==> config.mk <==
export PLATFORM = sky130hd
export DESIGN_NAME = idx_ea_unit
export DESIGN_NICKNAME = d
export VERILOG_FILES = /design/src/rtl/idx_ea_pkg.sv /design/src/rtl/idx_pb_decode.sv /design/src/rtl/idx_addr_calc.sv /design/src/rtl/idx_ptr_fetch.sv /design/src/rtl/idx_ea_unit.sv
export SDC_FILE = /design/constraint.sdc
export NUM_CORES = 1
export LEC_CHECK = 0
export BUFFER_PORTS_ARGS = -buffer_cell sky130_fd_sc_hd__buf_2
export CAP_MARGIN = 20
export CORE_MARGIN = 10
export CORE_UTILIZATION = 35
export DETAILED_ROUTE_END_ITERATION = 8
export SLEW_MARGIN = 20
export SYNTH_ARGS = -nofsm -noshare
export SYNTH_HDL_FRONTEND = slang
export SYNTH_SLANG_ARGS = --single-unit
==> constraint.sdc <==
create_clock -name clk -period 6.59 [get_ports clk]
set_input_delay 0 -clock clk [delete_from_list [all_inputs] [get_ports clk]]
set_output_delay 0 -clock clk [all_outputs]
set_load 0.02 [all_outputs]
==> src/rtl/idx_ea_pkg.sv <==
// Package: shared types for the indexed effective-address unit.
// Assumes: byte-wide operand stream, address width twice the byte width.
package idx_ea_pkg;

    // Addressing form named by a postbyte.
    typedef enum logic [2:0] {
        FM_SHORT  = 3'd0,   // 5-bit signed constant
        FM_OFF9   = 3'd1,   // 9-bit signed constant, one extension byte
        FM_OFF16  = 3'd2,   // 16-bit constant, two extension bytes
        FM_IND16  = 3'd3,   // 16-bit constant, then pointer read
        FM_STEP   = 3'd4,   // auto pre/post increment/decrement
        FM_ACC    = 3'd5,   // accumulator offset A, B or D
        FM_INDD   = 3'd6    // D offset, then pointer read
    } form_e;

    // Fields recovered from one postbyte.
    typedef struct packed {
        form_e       form;
        logic [1:0]  base_sel;  // 00 X, 01 Y, 10 SP, 11 PC
        logic [1:0]  n_ext;     // extension bytes that follow
        logic        pre_adj;   // auto-adjust: update before use
        logic        bad;       // auto-adjust on PC
        logic [1:0]  acc_sel;   // 00 A, 01 B, 10 D
        logic [4:0]  imm;       // short offset or signed step
        logic        sign9;     // sign of the 9-bit offset
    } pb_fields_t;

endpackage

==> src/rtl/idx_pb_decode.sv <==
// Module: idx_pb_decode
// Splits a postbyte into form, base select, extension count and immediates.
// Assumes: any postbyte whose top three bits are 111 names an extended form,
// so the auto-adjust form only exists for base fields 00..10.
module idx_pb_decode
    import idx_ea_pkg::*;
#(
    parameter int BYTE_W = 8
) (
    input  logic [BYTE_W-1:0] pb,
    output pb_fields_t        fields
);

    localparam int TOP = BYTE_W - 1;

    // Purpose: classify the postbyte and pull out its fields.
    always_comb begin
        fields          = '0;
        fields.form     = FM_SHORT;
        fields.base_sel = pb[TOP -: 2];
        if (!pb[5]) begin
            fields.form = FM_SHORT;
            fields.imm  = pb[4:0];
        end else if (pb[TOP -: 3] != 3'b111) begin
            fields.form    = FM_STEP;
            fields.pre_adj = ~pb[4];
            fields.imm     = pb[3] ? {1'b1, pb[3:0]} : ({1'b0, pb[3:0]} + 5'd1);
            fields.bad     = (pb[TOP -: 2] == 2'b11);
        end else begin
            fields.base_sel = pb[4:3];
            if (!pb[2]) begin
                case (pb[1:0])
                    2'b00, 2'b01: begin
                        fields.form  = FM_OFF9;
                        fields.n_ext = 2'd1;
                        fields.sign9 = pb[0];
                    end
                    2'b10: begin
                        fields.form  = FM_OFF16;
                        fields.n_ext = 2'd2;
                    end
                    default: begin
                        fields.form  = FM_IND16;
                        fields.n_ext = 2'd2;
                    end
                endcase
            end else if (pb[1:0] == 2'b11) begin
                fields.form = FM_INDD;
            end else begin
                fields.form    = FM_ACC;
                fields.acc_sel = pb[1:0];
            end
        end
    end

endmodule

==> src/rtl/idx_addr_calc.sv <==
// Module: idx_addr_calc
// Picks the base register, builds the offset for the decoded form and adds.
// Assumes: ADDR_W = 2*BYTE_W; all sums wrap modulo 2^ADDR_W.
module idx_addr_calc
    import idx_ea_pkg::*;
#(
    parameter int ADDR_W = 16,
    parameter int BYTE_W = 8
) (
    input  pb_fields_t        fields,
    input  logic [BYTE_W-1:0] ext_hi,
    input  logic [BYTE_W-1:0] ext_lo,
    input  logic [ADDR_W-1:0] reg_x,
    input  logic [ADDR_W-1:0] reg_y,
    input  logic [ADDR_W-1:0] reg_sp,
    input  logic [ADDR_W-1:0] reg_pc,
    input  logic [BYTE_W-1:0] acc_a,
    input  logic [BYTE_W-1:0] acc_b,
    output logic [ADDR_W-1:0] sum,
    output logic [ADDR_W-1:0] direct_ea
);

    localparam int PAD  = ADDR_W - BYTE_W;
    localparam int IPAD = ADDR_W - 5;

    logic [ADDR_W-1:0] base;
    logic [ADDR_W-1:0] offset;

    // Purpose: select the base register named by the base field.
    always_comb begin
        case (fields.base_sel)
            2'b00:   base = reg_x;
            2'b01:   base = reg_y;
            2'b10:   base = reg_sp;
            default: base = reg_pc;
        endcase
    end

    // Purpose: widen the offset of the decoded form to the address width.
    always_comb begin
        case (fields.form)
            FM_SHORT, FM_STEP: offset = {{IPAD{fields.imm[4]}}, fields.imm};
            FM_OFF9:           offset = {{PAD{fields.sign9}}, ext_lo};
            FM_OFF16, FM_IND16: offset = {ext_hi, ext_lo};
            FM_ACC: begin
                case (fields.acc_sel)
                    2'b00:   offset = {{PAD{1'b0}}, acc_a};
                    2'b01:   offset = {{PAD{1'b0}}, acc_b};
                    default: offset = {acc_a, acc_b};
                endcase
            end
            default:           offset = {acc_a, acc_b};
        endcase
    end

    // Purpose: form the wrapped sum and the address a direct form reports.
    always_comb begin
        sum       = base + offset;
        direct_ea = (fields.form == FM_STEP && !fields.pre_adj) ? base : sum;
    end

endmodule

==> src/rtl/idx_ptr_fetch.sv <==
// Module: idx_ptr_fetch
// Reads a big-endian pointer one byte per request/acknowledge handshake.
// Assumes: mem_ack is only raised while mem_req is high.
module idx_ptr_fetch #(
    parameter int ADDR_W = 16,
    parameter int BYTE_W = 8
) (
    input  logic              clk,
    input  logic              rst_n,
    input  logic              start,
    input  logic [ADDR_W-1:0] ptr,
    output logic              mem_req,
    output logic [ADDR_W-1:0] mem_addr,
    input  logic              mem_ack,
    input  logic [BYTE_W-1:0] mem_rdata,
    output logic              fin,
    output logic [ADDR_W-1:0] value
);

    typedef enum logic [1:0] {PF_IDLE, PF_HI, PF_LO} pf_state_e;

    pf_state_e         state_q;
    logic [ADDR_W-1:0] ptr_q;
    logic [BYTE_W-1:0] hi_q;

    // Purpose: step through high-byte then low-byte reads.
    always_ff @(posedge clk) begin
        if (!rst_n) begin
            state_q <= PF_IDLE;
            ptr_q   <= '0;
            hi_q    <= '0;
        end else begin
            case (state_q)
                PF_IDLE: if (start) begin
                    ptr_q   <= ptr;
                    state_q <= PF_HI;
                end
                PF_HI: if (mem_ack) begin
                    hi_q    <= mem_rdata;
                    state_q <= PF_LO;
                end
                PF_LO: if (mem_ack) state_q <= PF_IDLE;
                default: state_q <= PF_IDLE;
            endcase
        end
    end

    // Purpose: drive the read port and the assembled pointer.
    always_comb begin
        mem_req  = (state_q == PF_HI) || (state_q == PF_LO);
        mem_addr = (state_q == PF_LO) ? ptr_q + 1'b1 : ptr_q;
        fin      = (state_q == PF_LO) && mem_ack;
        value    = {hi_q, mem_rdata};
    end

endmodule

==> src/rtl/idx_ea_unit.sv <==
// Module: idx_ea_unit (top)
// Accepts a postbyte and its extension bytes, computes the effective address,
// runs the pointer read for indirect forms and reports one done pulse.
// Assumes: register and accumulator inputs are steady from the postbyte
// until done; PC is the address after the operand's last extension byte.
module idx_ea_unit
    import idx_ea_pkg::*;
#(
    parameter int ADDR_W = 16,
    parameter int BYTE_W = 8
) (
    input  logic              clk,
    input  logic              rst_n,
    input  logic              byte_valid,
    input  logic [BYTE_W-1:0] byte_data,
    output logic              byte_ready,
    input  logic [ADDR_W-1:0] reg_x,
    input  logic [ADDR_W-1:0] reg_y,
    input  logic [ADDR_W-1:0] reg_sp,
    input  logic [ADDR_W-1:0] reg_pc,
    input  logic [BYTE_W-1:0] acc_a,
    input  logic [BYTE_W-1:0] acc_b,
    output logic              mem_req,
    output logic [ADDR_W-1:0] mem_addr,
    input  logic              mem_ack,
    input  logic [BYTE_W-1:0] mem_rdata,
    output logic [ADDR_W-1:0] ea,
    output logic              done,
    output logic [1:0]        ext_count,
    output logic              wb_en,
    output logic [1:0]        wb_sel,
    output logic [ADDR_W-1:0] wb_value,
    output logic              illegal
);

    typedef enum logic [1:0] {S_IDLE, S_EXT, S_CALC, S_FETCH} ea_state_e;

    ea_state_e         state_q;
    pb_fields_t        f_in;
    pb_fields_t        f_q;
    logic [BYTE_W-1:0] ext_hi_q;
    logic [BYTE_W-1:0] ext_lo_q;
    logic [1:0]        left_q;
    logic [ADDR_W-1:0] sum;
    logic [ADDR_W-1:0] direct_ea;
    logic              is_ind;
    logic              fetch_start;
    logic              fetch_fin;
    logic [ADDR_W-1:0] fetch_value;
    logic              take;

    logic [ADDR_W-1:0] ea_q;
    logic              done_q;
    logic [1:0]        ext_cnt_q;
    logic              wb_en_q;
    logic [1:0]        wb_sel_q;
    logic [ADDR_W-1:0] wb_val_q;
    logic              illegal_q;

    idx_pb_decode #(.BYTE_W(BYTE_W)) u_decode (
        .pb     (byte_data),
        .fields (f_in)
    );

    idx_addr_calc #(.ADDR_W(ADDR_W), .BYTE_W(BYTE_W)) u_calc (
        .fields    (f_q),
        .ext_hi    (ext_hi_q),
        .ext_lo    (ext_lo_q),
        .reg_x     (reg_x),
        .reg_y     (reg_y),
        .reg_sp    (reg_sp),
        .reg_pc    (reg_pc),
        .acc_a     (acc_a),
        .acc_b     (acc_b),
        .sum       (sum),
        .direct_ea (direct_ea)
    );

    idx_ptr_fetch #(.ADDR_W(ADDR_W), .BYTE_W(BYTE_W)) u_fetch (
        .clk       (clk),
        .rst_n     (rst_n),
        .start     (fetch_start),
        .ptr       (sum),
        .mem_req   (mem_req),
        .mem_addr  (mem_addr),
        .mem_ack   (mem_ack),
        .mem_rdata (mem_rdata),
        .fin       (fetch_fin),
        .value     (fetch_value)
    );

    // Purpose: byte acceptance and fetch launch conditions.
    always_comb begin
        byte_ready  = (state_q == S_IDLE) || (state_q == S_EXT);
        take        = byte_ready && byte_valid;
        is_ind      = (f_q.form == FM_IND16) || (f_q.form == FM_INDD);
        fetch_start = (state_q == S_CALC) && is_ind;
    end

    // Purpose: operand sequencing from postbyte to completion.
    always_ff @(posedge clk) begin
        if (!rst_n) begin
            state_q  <= S_IDLE;
            f_q      <= '0;
            ext_hi_q <= '0;
            ext_lo_q <= '0;
            left_q   <= '0;
        end else begin
            case (state_q)
                S_IDLE: if (take) begin
                    f_q     <= f_in;
                    left_q  <= f_in.n_ext;
                    state_q <= (f_in.n_ext == 2'd0) ? S_CALC : S_EXT;
                end
                S_EXT: if (take) begin
                    if (left_q == 2'd2) ext_hi_q <= byte_data;
                    else                ext_lo_q <= byte_data;
                    left_q <= left_q - 2'd1;
                    if (left_q == 2'd1) state_q <= S_CALC;
                end
                S_CALC:  state_q <= is_ind ? S_FETCH : S_IDLE;
                S_FETCH: if (fetch_fin) state_q <= S_IDLE;
                default: state_q <= S_IDLE;
            endcase
        end
    end

    // Purpose: register the results presented with the done pulse.
    always_ff @(posedge clk) begin
        if (!rst_n) begin
            ea_q      <= '0;
            done_q    <= 1'b0;
            ext_cnt_q <= '0;
            wb_en_q   <= 1'b0;
            wb_sel_q  <= '0;
            wb_val_q  <= '0;
            illegal_q <= 1'b0;
        end else begin
            done_q  <= 1'b0;
            wb_en_q <= 1'b0;
            if (state_q == S_CALC && !is_ind) begin
                done_q    <= 1'b1;
                ea_q      <= direct_ea;
                ext_cnt_q <= f_q.n_ext;
                wb_en_q   <= (f_q.form == FM_STEP) && !f_q.bad;
                wb_sel_q  <= f_q.base_sel;
                wb_val_q  <= sum;
                illegal_q <= f_q.bad;
            end else if (state_q == S_FETCH && fetch_fin) begin
                done_q    <= 1'b1;
                ea_q      <= fetch_value;
                ext_cnt_q <= f_q.n_ext;
                illegal_q <= 1'b0;
            end
        end
    end

    // Purpose: expose registered results.
    always_comb begin
        ea        = ea_q;
        done      = done_q;
        ext_count = ext_cnt_q;
        wb_en     = wb_en_q;
        wb_sel    = wb_sel_q;
        wb_value  = wb_val_q;
        illegal   = illegal_q;
    end

endmodule

==> results of run 1 <==
## flip-flops by register name, indices dropped and copies added, names as in the netlist
register	count
ext_lo_q	8
wb_value	16
u_fetch.ptr_q	16
done	1
ext_hi_q	8
state_q	2
f_q	17
u_fetch.hi_q	8
wb_en	1
illegal	1
wb_sel	2
left_q	2
ea	16
ext_count	2
u_fetch.state_q	2
## cells by family (layout without fill, tap and decap cells)
kind of cell / count (synthesis) / in the layout / share of synthesized area [%]
flip-flops: 102 / 102 / 33.6
XOR/XNOR: 28 / 28 / 4.03
adder cells (fa/ha/maj): 29 / 29 / 6.09
multiplexers: 29 / 29 / 8.08
buffers and inverters: 65 / 207 / 4.28
AO/OA/AOI/OAI: 192 / 192 / 19.8
AND/OR/NAND/NOR: 320 / 320 / 24.1
## layer usage
layer  track usage (%)  vias up  wire (um)
met2              29.9      240      10300
li1                  -     3009          -
met3              5.25       31       1730
met5                 0        -          0
met4              6.19        0        516
met1              23.8     2860       9790
## cell type report
| type | instances | share of cell area, % |
|---|---|---|
| clock buffers | 9 | 3.02 |
| clock inverters | 7 | 1.16 |
| inverters | 14 | 0.704 |
| multi-input cells | 598 | 50.8 |
| flip-flops and latches | 102 | 27.4 |
| well taps | 225 | 3.77 |
| repair buffers | 177 | 13.1 |
## final timing paths
check / endpoint / slack [ns] / cells past startpoint
hold reg to reg: wb_value[6]$_SDFFE_PN0P_ / 0.45 / 2
hold / removal: u_fetch.hi_q[4]$_SDFFE_PN0P_ / 0.01 / 3
setup reg to reg: ea[14]$_SDFFE_PN0P_ / 2.81 / 13
setup / recovery: ea[14]$_SDFFE_PN0P_ / 2.81 / 13
## layout by cell type, fill, tap and decap left out, types with 17 or more instances in the layout
cell type        n
ha_1            28
a21oi_1         80
nand2_1        141
dlygate4sd3_1   17
xnor2_1         18
dfxtp_1        101
nor3_1          17
nor2_1          53
buf_2          156
o21ai_0         31
nand3_1         38
## through the flow
| step | hold WS [ns] | cell area [um2] | setup WS [ns] | power, mW |
|---|---|---|---|---|
| 2_1_floorplan | 0.136 | 6080 | 3.25 | 1.05 |
| 3_3_place_gp | 0.281 | 6970 | 2.91 | 1.24 |
| 3_5_place_dp | 0.280 | 6970 | 2.82 | 1.24 |
| 4_1_cts | 0.00808 | 7460 | 2.79 | 1.81 |
| 5_1_grt | 0.0366 | 7460 | 2.57 | 1.89 |
| 6_report | 0.0138 | 7460 | 2.81 | 1.81 |
## critical path, stage by stage, from the launching register on
cell	delay (ns)
dfxtp_1	0.66
nand2_1	0.14
nor3_1	0.38
a221oi_1	0.14
nand2_1	0.12
ha_1	0.20
inv_1	0.06
fa_1	0.38
nand2b_1	0.19
a211oi_2	0.31
nor2_2	0.12
a221o_1	0.35
or3_1	0.39
a221oi_2	0.24
## power by group
group	internal, mW	switching (mW)
Clock	0.304	0.265
Sequential	0.654	0.0389
Combinational	0.203	0.350
Total	1.16	0.653
==> run metrics, run 1 <==
Leakage=about 3 nW; core area=17200 um2; cell with the most instances after synthesis=nand2_1; CTS H-tree lvls=3; DRT Pass-1 Iters=6; vias in the first global route=6110; mapped cell area=6080 um2; Die Y=152 um; number of distinct library cells after synthesis=60; total number of vias=6140; Max VDD drop=144 uV; GPL Wtd Cong=roughly 0.94; Seq/Total Area, Yosys=33.6%; n_diodes=0; largest net degree at the start of global routing=44; vias per inst=5.42; share of layout cells above drive strength 1=23.2%; post_cts resized=0; FMAX=between 200 and 300 MHz; Syn Nets=894; CTS max path bufs=2; DR WL/cell=slightly below 20 um; Tcrit/Tclk final=57.3%; global route overflow=0; Yosys Warn Count=0; Max-Cap Viols=0; initial DRC count=574; Detailed Place HPWL=approximately 18 mm; Mean Syn Cell Area=approximately 8 um2; RSZ-0062 raised after global routing=no; io pins=157; Slew Limit Fails=0; measured slew at the worst slew-check pin=0.893 ns; first-pass GRT wire length=34.8 mm; worst-case clock skew=0.0111 ns; Num CTS Buffers=9; Root Driver=clkbuf_16; postcts setup bufs=0; Die ar.=roughly 23000 um2; area of the multi-input gates=~3800 um2; Worst R2R Start=f_q[16]$_SDFFE_PN0P_; Critical Path Fanout Max=17; Slew Limit Headroom=40.3%; ANT nets after route=0; final core occ=43.4%; post-synthesis async set-or-reset flop share=0%; gr usage total=18.7%; EDFF count, synth=0; Synth top area share=33.6%; CTS tree=yes; Num Clock Sinks=102; CP Launch Type=register; worst skew pair latency=about 0.37 ns; # setup viols final=0; gate count of the mapped netlist=between 700 and 800; Placed Instances=1099; worst min-delay path category=input port to register; Final min period=3.78 ns; Final Hold Viols=0; final std cells w/o fill=between 1000 and 1500; filler instances=1826; PortBufs=156; ranking of synthesized cells by area=dfxtp_1, nand2_1, a21oi_1; final wirelength=22.4 mm; PD cells=roughly 240 nW/um2; Reg area=2040 um2; setup_tns=0 ns; Critical Path AT=4.06 ns; hold_buf cts=17; CP endpoint kind=register; Layout area overhead=22.6%; CP Launch Point=f_q[16]$_SDFFE_PN0P_; initial core utilization=35.4%; HP Start=mem_ack; Synth Flop Type=dfxtp_1; total DRC errors in the routed layout=0; WP data required=roughly 6.9 ns; number of register bits inferred by synthesis=102; row count=48; Reg clk slew, reported paths=0.08 ns; top cells by count, synth=nand2_1, dfxtp_1, a21oi_1; Horiz. Die Dim=152 um; status=complete, no violations; initial antenna violation count=0; # nets final=1031; largest area contributor in the netlist=dfxtp_1; Setup CP Type=register to register
Note: power is estimated with default switching activity, not from simulation.
==> run 2, diff against run 1 <==
- clock period: 6.59 -> 3.15 ns (I/O delays scaled with it)
==> run 2 against run 1 <==
  * Register-to-register slack got worse by 2.7 ns
  * Via count increased by 2.9%
  * Largest power group unchanged
  * Largest cell class unchanged
  * First-iteration DRC count decreased by 34%
  * Critical path type unchanged
  * Critical path depth unchanged
  * Power increased by 110%
  * Sequential share of layout area decreased by 1.7 points
  * Global-route usage decreased by 0.49 points
  * Combinational power increased by 140%
  * Final area increased by 6.9%
  * Routed wire length decreased by 1.1%
  * Fmax increased by 24%
==> run metrics, run 2 (synthesized netlist as in run 1, its figures left out) <==
status=complete, no violations; io pins=157 (unchanged); Die Y=152 um (unchanged); r2r endpoint=ea[14]$_SDFFE_PN0P_; hold path depth=3 (unchanged); Reg clk slew, reported paths=0.07 ns (about the same); Largest stage delay, worst path=0.34 ns (-0.32 ns); gr usage total=18.2% (-0.49 points); vias per inst=5.33 (-1.7%); crit-path cells=or2_4 -> nor3_4 -> a221oi_2 -> nand2_1 -> ha_2 -> inv_2 -> fa_2 -> nand2b_4 -> a211oi_4 -> nor2_2 -> a221o_1 -> or3_1 -> a221oi_2; Worst R2R Start=f_q[7]$_SDFFE_PN0P_; worst min-delay path category=input port to register; share of layout cells above drive strength 1=29.2% (+6.0 points); DRT met1 WL=9.93 mm (+1.4%); row count=48 (unchanged); Num Clock Sinks=102 (unchanged); core area=17200 um2 (unchanged); Critical Path Fanout Max=4 (-13); measured slew at the worst slew-check pin=0.911 ns (+0.0186 ns); Net Sw Frac=36.1% (+0.050 points); Tcrit/Tclk final=96.5% (+39 points); met3 routed WL=1.19 mm (-31%); Fin Hold WS=0.0207 ns (+0.00694 ns); WHS Endpoint=u_fetch.hi_q[4]$_SDFFE_PN0P_; R2R depth=13 (unchanged); ANT nets after route=0 (unchanged); GPL Wtd Cong=0.954 (+1.8%); CTS H-tree lvls=3 (unchanged); commonest non-fill, non-tap cell in the layout=buf_2; WP buf/inv=1 (unchanged); RSZ-0062 raised after global routing=yes; Slew Limit Headroom=39.2% (-1.2 points); total DRC errors in the routed layout=0 (unchanged); reg-to-reg setup timing slack=0.11 ns (-2.70 ns); vias in the first global route=6159 (+0.80%); Critical Path Most Common Cell=a221oi_2; CTS max path bufs=2 (unchanged); DR WL/cell=18.7 um (-5.5%); PortBufs=156 (unchanged); PD cells=483 nW/um2 (+99%); # setup viols final=0 (unchanged); Final min period=3.04 ns (-0.738 ns); max layer used=met4; Most flops, register=f_q; final wirelength=22.1 mm (-1.1%); Comb pwr share=34.2% (+3.8 points); Num CTS Buffers=9 (unchanged); HP Start=mem_ack; slowest CP cell=a221o_1; # nets final=1084 (+5.1%); setup_tns=0 ns (unchanged); initial core utilization=35.4% (unchanged); Overall Power=3.85 mW (+110%); Placed Instances=1148 (+4.5%); Max VDD drop=305 uV (+110%); Seq pwr share=37.1% (-1.1 points); final core occ=46.4% (+3.0 points); CP Launch Type=register; total number of vias=6316 (+2.9%); Leakage=3.36 nW (+9.0%); largest net degree at the start of global routing=49 (+11%); Crit path max-delay family=simple AND/OR/NAND/NOR gates; Detailed Place HPWL=17.8 mm (about the same); Final Hold Viols=0 (unchanged); final std cells w/o fill=1185 (+4.7%); initial DRC count=377 (-34%); CP endpoint kind=register; first-pass GRT wire length=34.0 mm (-2.1%); Layout area overhead=31.1%; CTS tree=yes; n_diodes=0 (unchanged); P_int=2.46 mW (+110%); FMAX=329 MHz (+24%); Slew Limit Fails=0 (unchanged); most frequent cells in the layout=buf_2, nand2_1, dfxtp_1; worst skew pair latency=0.36 ns (about the same); DRT Pass-1 Iters=5 (-1); worst-case clock skew=0.00842 ns (-0.00270 ns); Setup CP Type=register to register; Net Switching=1.39 mW (+110%); DR WL met2=10.6 mm (+2.7%); Max-Cap Viols=0 (unchanged); WP data required=3.43 ns (-3.44 ns); max reg flops=17 (unchanged); Critical Path AT=3.32 ns (-0.74 ns); Die ar.=23100 um2 (unchanged); clock power share=28.7% (-2.7 points); Root Driver=clkbuf_16; global route overflow=0 (unchanged); initial antenna violation count=0 (unchanged); Horiz. Die Dim=152 um (unchanged)
==> run 2: cell count changes in the layout (fill, tap and decap cells not counted), moves of 3 or more <==
| cell | delta |
|---|---|
| a21oi_2 | +3 |
| buf_4 | +48 |
| dfxtp_1 | -3 |
| a21oi_1 | -3 |
==> run 2: worst reg2reg max path, stage by stage, from the launching register on <==
cell and delay [ns]:
dfxtp_2 0.33, or2_4 0.27, nor3_4 0.19, a221oi_2 0.09
nand2_1 0.09, ha_2 0.19, inv_2 0.04, fa_2 0.33
nand2b_4 0.16, a211oi_4 0.30, nor2_2 0.07, a221o_1 0.34
or3_1 0.33, a221oi_2 0.24
==> run 2: metal layers <==
layer,track usage (%),up-vias
met3,3.90,29
li1,-,3125
met4,5.36,0
met2,30.9,203
met5,0,-
met1,22.6,2959
==> run 2: worst max-delay path by stage <==
stage                         start                             end  slack (ns)  cells past startpoint
2_1_floorplan   f_q[7]$_SDFFE_PN0P_             ea[14]$_SDFFE_PN0P_        0.04                     14
3_3_place_gp   f_q[14]$_SDFFE_PN0P_             ea[11]$_SDFFE_PN0P_        0.01                     12
3_5_place_dp    f_q[7]$_SDFFE_PN0P_             ea[14]$_SDFFE_PN0P_       -0.05                     13
4_1_cts         f_q[7]$_SDFFE_PN0P_  u_fetch.ptr_q[14]$_SDFFE_PN0P_        0.03                     13
5_1_grt        f_q[14]$_SDFFE_PN0P_             ea[14]$_SDFFE_PN0P_       -0.06                     13
6_report        f_q[7]$_SDFFE_PN0P_             ea[14]$_SDFFE_PN0P_        0.11                     13
==> run 2: per-stage QoR <==
stage	cell area, um2	setup WS, ns
floorplan	6120	0.0434
global placement	7400	0.0113
detailed placement	7400	-0.0505
CTS	7900	0.0285
global route	7980	-0.0601
finish	7980	0.110
==> run 2: repair_timing <==
item	4_1_cts	5_1_grt
pin swaps	6	5
hold endpoints to repair	27	0
hold buffers	19	0
setup buffers	0	2
setup endpoints to repair	6	23
gates resized for setup	7	19
==> run 2: area by class of cell <==
type	count	area [um2]
clock buffers	9	225
clock inverters	7	68.8
fillers	1761	9200
inverters	14	52.6
multi-input cells	598	3880
flip-flops and latches	102	2050
well taps	225	282
repair buffers	230	1410
==> run 2: power by group through the flow <==
stage,registers [mW],logic (mW),clock network [mW]
after floorplan,1.50,0.709,0
after global placement,1.46,1.27,0
after detailed placement,1.46,1.27,0
after CTS,1.43,1.30,1.13
after global routing,1.44,1.44,1.17
final,1.43,1.32,1.10
